[src/rtl/hamrgbi_pair_decoder.sv]
module hamrgbi_pair_decoder #(
  parameter bit SYNC_LEVEL = 1'b1
) (
  input  logic        pix_clk,
  input  logic        rst_n,
  input  logic [3:0]  rgbi,
  input  logic        hsync,
  input  logic        vsync,
  output logic [17:0] rgb_out,
  output logic        out_valid
);

  logic       en, en_d, phase, line_start;
  logic [3:0] first;
  logic [5:0] hr, hg, hb;
  logic [5:0] nr, ng, nb;
  logic [5:0] level;
  logic [1:0] code;

  assign en         = (hsync == SYNC_LEVEL) && (vsync == SYNC_LEVEL);
  assign line_start = en && !en_d;
  assign level      = {rgbi[1], rgbi[0], first};
  assign code       = rgbi[3:2];

  function automatic logic [5:0] widen(input logic c, input logic i);
    return {c, c, i, i, i, i};
  endfunction

  always_comb begin
    nr = hr;
    ng = hg;
    nb = hb;
    case (code)
      2'b00: begin nr = level; ng = level; nb = level; end
      2'b01: nb = level;
      2'b10: nr = level;
      default: ng = level;
    endcase
  end

  always_ff @(posedge pix_clk) begin
    if (!rst_n) begin
      en_d      <= 1'b0;
      phase     <= 1'b0;
      first     <= '0;
      hr        <= '0;
      hg        <= '0;
      hb        <= '0;
      rgb_out   <= '0;
      out_valid <= 1'b0;
    end else begin
      en_d <= en;
      if (!en) begin
        phase     <= 1'b0;
        rgb_out   <= {widen(rgbi[3], rgbi[0]), widen(rgbi[2], rgbi[0]), widen(rgbi[1], rgbi[0])};
        out_valid <= 1'b1;
      end else if (line_start) begin
        hr        <= '0;
        hg        <= '0;
        hb        <= '0;
        first     <= rgbi;
        phase     <= 1'b1;
        rgb_out   <= '0;
        out_valid <= 1'b0;
      end else if (!phase) begin
        first     <= rgbi;
        phase     <= 1'b1;
        out_valid <= 1'b1;
      end else begin
        hr        <= nr;
        hg        <= ng;
        hb        <= nb;
        rgb_out   <= {nr, ng, nb};
        phase     <= 1'b0;
        out_valid <= 1'b1;
      end
    end
  end

  AST_PASS_WIDEN: assert property (@(posedge pix_clk) disable iff (!rst_n)
    !en |=> (out_valid && rgb_out[17:16] == {2{$past(rgbi[3])}} && rgb_out[3:0] == {4{$past(rgbi[0])}}));

  AST_REGION_CLEAR: assert property (@(posedge pix_clk) disable iff (!rst_n)
    (en && !en_d) |=> (rgb_out == 18'd0 && !out_valid));

  AST_PAIR_HOLD: assert property (@(posedge pix_clk) disable iff (!rst_n)
    (en && en_d && !phase) |=> ($stable(rgb_out) && out_valid));

  AST_BLUE_ONLY: assert property (@(posedge pix_clk) disable iff (!rst_n)
    (en && en_d && phase && code == 2'b01) |=> (rgb_out[17:6] == $past(rgb_out[17:6]) && rgb_out[5:0] == $past(level)));

  AST_GREY_LOAD: assert property (@(posedge pix_clk) disable iff (!rst_n)
    (en && en_d && phase && code == 2'b00) |=> (rgb_out[17:12] == rgb_out[11:6] && rgb_out[11:6] == rgb_out[5:0]));

endmodule

[config.mk]
export PLATFORM = sky130hd
export DESIGN_NAME = hamrgbi_pair_decoder
export DESIGN_NICKNAME = d
export VERILOG_FILES = /design/src/rtl/hamrgbi_pair_decoder.sv
export SDC_FILE = /design/constraint.sdc
export NUM_CORES = 1
export LEC_CHECK = 0
export CAP_MARGIN = 0
export CELL_PAD_IN_SITES_DETAIL_PLACEMENT = 1
export CELL_PAD_IN_SITES_GLOBAL_PLACEMENT = 1
export CORE_MARGIN = 2
export CORE_UTILIZATION = 47
export DETAILED_ROUTE_END_ITERATION = 6
export DONT_BUFFER_PORTS = 1
export GPL_TIMING_DRIVEN = 0
export HOLD_SLACK_MARGIN = 0.06
export PLACE_DENSITY = 0.81
export SETUP_SLACK_MARGIN = 0.1
export SLEW_MARGIN = 0
export SYNTH_ARGS = -nofsm -noshare
export SYNTH_HDL_FRONTEND = slang
export SYNTH_SLANG_ARGS = --single-unit
[constraint.sdc]
create_clock -name pix_clk -period 1.8 [get_ports pix_clk]
set_clock_uncertainty 0.05 [all_clocks]
set_input_delay 0 -clock pix_clk [delete_from_list [all_inputs] [get_ports pix_clk]]
set_output_delay 0 -clock pix_clk [all_outputs]
set_load 0.03 [all_outputs]
# == After elaboration in Yosys (flattened, before gate mapping) ==
# Index checks and enable logic that the tools add are counted.
# op_classes
n_eq_ne,4
reduce_logical,11
muxes,18
# ops
op,n
$mux 18,3
$mux 6,9
$mux 4,2
$reduce_and 2->1,3
$reduce_or 2->1,3
$mux 1,4
$ne 3x1->1 const B,1
$eq 2x1->1 const B,1
$eq 2x2->1 const B,1
$logic_and 1x1->1,2
$logic_not 2->1,1
$ne 2x1->1 const B,1
$reduce_bool 2->1,1
$logic_not 1->1,1
# totals
reg_bits,43
output_inout_bits,19
in_bits,8

# == Longest topological paths before layout ==
# Gate-level depths: netlist (run 1).
# depth
depth_word,6
depth_mapped,7

# == Least setup slack after synthesis (run 1) ==
# Ideal clock, no wire load.
# synth_path
kind,input to register
from,in rgbi[3]
to,reg rgb_out[10]
cell_stages,7
path_slack_ns,0.401
setup_ns,0.125
path_buffers,2
t_arrival_ns,1.224
path_cell_list,buf_2 > inv_1 > ha_1 > buf_2 > mux2_2 > a22oi_1 > a21boi_0
# synth_via
elab_chain_len,6
elab_cells_between_ends,7
classes_between,eq/ne: 2; mux: 4; reduce/logical: 1
# synth_lines
item,line,rtl
start: declaration,6,"input logic [3:0] rgbi,"
$eq 2x1->1 or $eq 2x2->1 (tied branches),33,case (code)
$reduce_or 2->1 (no line) *,n/a,
$mux 6 *,33,
$mux 18 *,65,end else if (!phase) begin
$mux 18 *,57,end else if (line_start) begin
$mux 18 *,53,if (!en) begin
end signal: assignment,55,"rgb_out <= {widen(rgbi[3], rgbi[0]), widen(rgbi[2], rgbi[0]), widen(rgbi[1], rgbi[0])};"
end signal: assignment,73,"rgb_out <= {nr, ng, nb};"
end: declaration,9,"output logic [17:0] rgb_out,"
# Every way passes the cells marked *; elsewhere a longest branch is shown, timed or not. The select of a mux whose other input is x is not followed.
# A chain may end at the register's enable or synchronous reset.

# == Worst setup path after layout (run 1) ==
# layout_path
from,reg phase
to,reg first[0]
# layout_via
elab_chain_len,2
# layout_lines
item,line,rtl
start: declaration,13,"logic en, en_d, phase, line_start;"
start signal: assignment,44,phase <= 1'b0;
start signal: assignment,54,phase <= 1'b0;
start signal: assignment,62,phase <= 1'b1;
$ne 2x1->1 (no line),n/a,
$reduce_and 2->1 (no line),n/a,
end signal: assignment,61,first <= rgbi;
end signal: assignment,66,first <= rgbi;
end: declaration,14,logic [3:0] first;
# No other way between the ends.

==> flow_summary_export.csv, run 1 <==
group,metric,value,unit
global_route,gr-total-overflow,0,
final_layout,fin_util,54.5,%
route,drt_pass1_iterations,4,
setup_path,worst_setup_path_end_kind,"flop",
cts,cts_made_buffers,5,
floorplan,die_h,70.7,µm
place,gp_congestion,0.751,
synthesis,synth_edf_count,0,
final_layout,layout.nets,261,
final_layout,post-route-cell-area,0.00235,mm²
setup_path,worstPathMaxFanout,10,
global_route,grt_pass1_vias,1850,
sta,setup_violations,0,
sta,tightest_slew,0.595,ns
sta,max_slew_margin,60.3,%
route,drtIter0Drc,56,
hold_path,hp-class,"in2reg",
setup_path,worst-setup-path-type,"reg2reg",
setup_path,r2r_cells,5,
synthesis,yosysUniqueCellTypes,35,
cts,ctsRootBufferMaster,"clkbuf_8",
cts,cts_tree,"built",
synthesis,yosys_register_bits,43,
route,drc,0,
route,ant_nets,0,
synthesis,synthArstFlopShare,0,%
synthesis,yosysSeqAreaShare,41.1,%
floorplan,floorplan.rows,24,
synthesis,syn_nets,246,
final_layout,multi_input_area,0.00110,mm²
global_route,grt_usage,24.0,%
hold_path,min_to,"hr[0]",
place,detailed_place.area,0.00216,mm²
final_layout,final-seq-area,862,µm²
synthesis,syn_avg_cell_area,8.90,µm²
place,dpl.hpwl,3950,µm
pwr,leakagePower,0.843,nW
synthesis,yosysTopAreaCellShare,41.1,%
global_route,grt_pass1_wl,9440,µm
outcome,outcome,"finished, final reports clean",
floorplan,ios,27,
route,avgViaCountPerCell,6.00,
final_layout,synthToLayoutAreaGrowth,12.6,%
synthesis,synthCells,235,
floorplan,die_w,70.7,µm
sta,tns,0,ns
pwr,irDropWorstVdd,0.000477,V
cts,ctsHtreeMaxLevel,2,
sta,rsz0062_at_grt,"no",
route,wl,6010,µm
cts,clock_latency,0.30,ns
sta,hold_viol_final,0,
final_layout,fill_cells,539,
place,io_buffers,0,
global_route,grt_max_degree,13,
cts,clock-sinks,43,
floorplan,start_util,48.4,%
sta,period_minus_slack,1.61,ns
synthesis,synth_area_leaders,"dfxtp_1 41%, o21ai_0 9.6%, a21boi_0 8.3%",
sta,post-route-period-util,89.3,%
setup_path,cp.arrival,1.79,ns
synthesis,yosysWarnings,0,
hold_path,holdCritStartpoint,"rst_n",
global_route,antenna_found_initial,0,
final_layout,drive_gt1_share,17.5,%
setup_path,r2r-start,"phase",
synthesis,ys_dominant_reg_cell,"dfxtp_1",
sta,maxSlewViolCount,0,
route,dr_total_vias,1819,
cts,clk_pin_slew_worst_paths,0.08,ns
place,place_inst,287,
run,cap_violations,0,
synthesis,syn-cell-area,0.00209,mm²
final_layout,stdcell_count,303,
floorplan,coreArea,0.00432,mm²
sta,max_freq,0.622,GHz
route,wl_per_cell,19.8,µm
pwr,power_density,831,mW/mm²
setup_path,r2r_end,"first[0]",
setup_path,worstPathRequired,1.98,ns
floorplan,die_area,0.00500,mm²
cts,clockBufferDepth,2,
synthesis,yosys.area.top_type,"dfxtp_1",
sta,hold_ws,0.0732,ns
setup_path,r2r_slack,0.19,ns
final_layout,diodes,0,
setup_path,startpoint_type,"flop",
hold_path,hold_depth,2,
cell type report:
type	instances	area share [%]
multi-input combinational	164	46.5
clock buffer	8	4.25
tap	52	2.76
timing repair buffer	8	3.19
buffer	26	6.32
inverter	2	0.319
sequential	43	36.6
how the worst max path moves through the flow:
stage                        endpoint  cells past startpoint     from
after floorplan           rgb_out[10]                      7  rgbi[3]
after global placement    rgb_out[10]                      7  rgbi[3]
after detailed placement  rgb_out[10]                      7  rgbi[3]
after CTS                 rgb_out[12]                      7  rgbi[2]
final                        first[0]                      5    phase
after global routing      rgb_out[10]                      7  rgbi[2]
metrics by stage:
| stage | setup WS (ns) | total power (W) |
|---|---|---|
| after floorplan | 0.401 | 0.00120 |
| after CTS | 0.103 | 0.00194 |
| after global routing | 0.0991 | 0.00201 |
| final | 0.193 | 0.00196 |
| after global placement | 0.260 | 0.00125 |
| after detailed placement | 0.220 | 0.00125 |
synthesized netlist by cell type (all sizes together), types with 3 or more instances:
cell,n
a22oi,6
dfxtp,43
clkbuf,12
nor3b,9
a21oi,13
buf,14
o211ai,4
nand2,15
a21boi,26
mux2,10
o31ai,4
o21ai,40
nand3,8
o21a,9
ha,3
layout by cell type, fill, tap and decap left out, types with 2 or more instances in the layout:
cell / n
clkbuf_2: 3
a22oi_1: 6
nand3_1: 8
o21ai_0: 40
buf_6: 3
a21oi_1: 12
dfxtp_1: 42
a21boi_0: 23
dlygate4sd3_1: 6
nand2_1: 14
o31ai_1: 4
nand4_1: 2
a21boi_1: 3
or3_1: 2
o21a_1: 9
clkbuf_8: 7
mux2_2: 10
o211ai_1: 4
ha_1: 3
and3_1: 2
clkbuf_1: 9
nor3b_1: 7
o22ai_1: 2
inv_1: 2
nor3b_2: 2
buf_2: 8
buf_4: 5
layer usage:
metal	track usage (%)	up-vias	share of wire [%]
met5	0	-	0
met4	6.71	0	1.6
met3	4.99	7	4.9
met2	40.6	55	48
met1	31.0	875	45
li1	-	882	-
worst max-delay path, cell delays in order, from the launching register on:
cell and delay [ns]:
dfxtp_2 0.36, clkbuf_4 0.20, nand2_1 0.12, nand4_1 0.10, dlygate4sd3_1 0.57, a21boi_0 0.14
kinds of logic (layout without fill, tap and decap cells):
group / count (synthesis) / after routing / synth area share, %
mux: 10 / 10 / 5.38
simple gates: 46 / 46 / 13.1
buf+inv: 28 / 44 / 6.94
compound gates: 105 / 105 / 31.6
fa+ha+maj: 3 / 3 / 1.79
flops: 43 / 43 / 41.1
power breakdown:
group | internal [W] | total (W) | leakage, nW | switching, W
Combinational | 0.0000855 | 0.000205 | 0.439 | 0.000120
Sequential | 0.000982 | 0.00105 | 0.352 | 0.0000716
Clock | 0.000351 | 0.000698 | 0.0515 | 0.000347
registers in the layout (all words and copies together) (netlist names):
signal     cells
rgb_out       18
hb             6
hg             6
hr             6
first          4
en_d           1
out_valid      1
phase          1
repair_timing:
action | CTS | global route
hold buffers | 6 | 0
hold endpoints to repair | 13 | 0
endpoints found under the setup margin | 0 | 15
buffers inserted | 0 | 2
resized for setup | 0 | 12
No activity file was read; power rests on OpenSTA's default activity.
==> run 2: changes to the inputs <==
--- a/config.mk
+++ b/config.mk
@@ -9,12 +9,12 @@
 export CELL_PAD_IN_SITES_DETAIL_PLACEMENT = 1
 export CELL_PAD_IN_SITES_GLOBAL_PLACEMENT = 1
 export CORE_MARGIN = 2
-export CORE_UTILIZATION = 47
+export CORE_UTILIZATION = 43
 export DETAILED_ROUTE_END_ITERATION = 6
 export DONT_BUFFER_PORTS = 1
 export GPL_TIMING_DRIVEN = 0
 export HOLD_SLACK_MARGIN = 0.06
-export PLACE_DENSITY = 0.81
+export PLACE_DENSITY = 0.78
 export SETUP_SLACK_MARGIN = 0.1
 export SLEW_MARGIN = 0
 export SYNTH_ARGS = -nofsm -noshare
==> constraint.sdc (replaced) <==
create_clock -name pix_clk -period 1.45 [get_ports pix_clk]
set_clock_uncertainty 0.05 [all_clocks]
set_input_delay 0 -clock pix_clk [delete_from_list [all_inputs] [get_ports pix_clk]]
set_output_delay 0 -clock pix_clk [all_outputs]
set_load 0.03 [all_outputs]
==> run 2 against run 1 <==
  * Die area is 8.8% higher
  * Setup slack worse by 0.072 ns
  * First-iteration DRC count is 61% higher
  * Non-clock buffer count is 7 higher
  * Critical path type unchanged
  * Clock-buffer cell count is 3 lower
  * Utilization is 2.2 points lower
  * Sequential power is 25% higher
  * Largest cell class unchanged
==> flow_summary_export.csv, run 2 (synthesized netlist as in run 1, its figures left out) <==
group,metric,value,unit
route,drt_pass1_iterations,4,
hold_path,hold_depth,3,
final_layout,final_common_cell,"dfxtp_1",
final_layout,diodes,0,
route,avgViaCountPerCell,5.96,
hold_path,min_to,"rgb_out[16]",
pwr,irDropWorstVdd,0.000589,V
route,wl,5940,µm
setup_path,r2r-start,"en_d",
route,drtIter0Drc,90,
setup_path,worstPathRequired,1.60,ns
run,cap_violations,0,
global_route,antenna_found_initial,0,
sta,setup_violations,0,
cts,clockBufferDepth,2,
global_route,gr-total-overflow,0,
setup_path,worstPathMaxFanout,10,
route,dr_total_vias,1858,
sta,rsz0062_at_grt,"yes",
pwr,power_density,968,mW/mm²
sta,max_slew_margin,64.8,%
setup_path,r2r_end,"hg[0]",
sta,tns,0,ns
final_layout,largest_reg_flops,18,
sta,maxSlewViolCount,0,
floorplan,floorplan.rows,25,
pwr,leakagePower,0.870,nW
sta,tightest_slew,0.528,ns
final_layout,synthToLayoutAreaGrowth,17.2,%
sta,max_freq,0.752,GHz
final_layout,drive_gt1_share,19.0,%
outcome,outcome,"finished, final reports clean",
route,drc,0,
final_layout,layout_common_cells,"41 x dfxtp_1, 39 x o21ai_0, 15 x a21boi_0",
setup_path,cp.arrival,1.48,ns
place,io_buffers,0,
route,wl_per_cell,19.0,µm
global_route,grt_usage,22.7,%
place,dpl.hpwl,3790,µm
final_layout,stdcell_count,312,
cts,ctsHtreeMaxLevel,2,
final_layout,regMostFlops,"rgb_out",
floorplan,coreArea,0.00469,mm²
sta,period_minus_slack,1.33,ns
setup_path,worst-setup-path-type,"reg2reg",
cts,cts_tree,"built",
floorplan,die_h,73.8,µm
place,detailed_place.area,0.00216,mm²
cts,clock-sinks,43,
setup_path,worst_setup_path_end_kind,"flop",
global_route,grt_max_degree,15,
place,place_inst,289,
floorplan,start_util,44.6,%
cts,cts_made_buffers,5,
route,ant_nets,0,
place,gp_congestion,0.782,
global_route,grt_pass1_wl,9400,µm
setup_path,r2r_slack,0.12,ns
sta,post-route-period-util,91.7,%
cts,clk_pin_slew_worst_paths,0.09,ns
floorplan,die_w,73.8,µm
setup_path,startpoint_type,"flop",
hold_path,hp-class,"in2reg",
setup_path,r2r_cells,6,
floorplan,die_area,0.00544,mm²
global_route,grt_pass1_vias,1825,
final_layout,fill_cells,550,
final_layout,layout.nets,268,
hold_path,holdCritStartpoint,"rgbi[3]",
floorplan,ios,27,
final_layout,post-route-cell-area,0.00245,mm²
cts,clock_latency,0.30,ns
cts,ctsRootBufferMaster,"clkbuf_8",
sta,hold_viol_final,0,
-- run 2: cell types whose count changed in the layout (fill, tap and decap cells not counted), moves of 2 or more --
cell and delta:
buf_2 -5, a21boi_1 +8, buf_4 +6, clkinvlp_4 +2, a21boi_0 -8, dlygate4sd3_1 +2, nor3b_2 -2, clkbuf_2 -3
buf_6 +4, nor3b_1 +2
-- run 2: critical path: stages, from the launching register on --
cell	delay [ns]
dfxtp_2	0.33
buf_8	0.12
and2b_1	0.15
buf_4	0.17
clkbuf_8	0.16
o21ai_0	0.17
a21boi_1	0.08
-- run 2: where the power goes --
part,total (W),internal [W],switching (W)
Clock,0.000793,0.000336,0.000457
Sequential,0.00131,0.00122,0.0000899
Combinational,0.000269,0.000120,0.000149
Total,0.00237,0.00168,0.000697
-- run 2: how the worst max path moves through the flow --
stage	start	end	slack (ns)	cells past startpoint
floorplan	rgbi[3]	rgb_out[10]	0.13	7
global placement	en_d	rgb_out[6]	-0.04	6
detailed placement	en_d	rgb_out[8]	-0.05	6
CTS	en_d	rgb_out[8]	0.1	6
global route	en_d	hg[3]	0.06	6
finish	en_d	hg[0]	0.12	6
-- run 2: what timing repair did --
item	4_1_cts	5_1_grt
resized for setup	13	22
gates cloned	1	1
buffers inserted	1	4
hold buffers	8	0
hold endpoints to repair	14	0
pin swaps	0	4
endpoints found under the setup margin	25	34
-- run 2: layout make-up --
cell class | count | area (µm²) | share of cell area, %
Multi-Input combinational cell | 164 | 1100 | 44.8
Sequential cell | 43 | 863 | 35.2
Buffer | 26 | 190 | 7.76
Timing Repair Buffer | 15 | 136 | 5.56
Clock buffer | 5 | 68.8 | 2.81
Tap cell | 54 | 67.6 | 2.76
Clock inverter | 3 | 20.0 | 0.817
Inverter | 2 | 7.51 | 0.306
-- run 2: layer usage --
metal  GRT usage (%)  routed length (µm)  up-vias
met3            4.53                 127        5
met4            7.07                  70        0
li1                -                   -      899
met1            31.7                2880      935
met5               0                   0        -
met2            35.2                2850       19
-- run 2: stage by stage --
stage	total power (W)	util, %	setup WS (ns)	hold WS [ns]
finish	0.00237	52.2	0.121	0.0677
global route	0.00245	52.2	0.0645	0.0916
CTS	0.00237	50.9	0.0998	0.0664
detailed placement	0.00155	46.1	-0.0529	0.108
global placement	0.00155	46.1	-0.0372	0.104
floorplan	0.00149	-	0.126	0.103
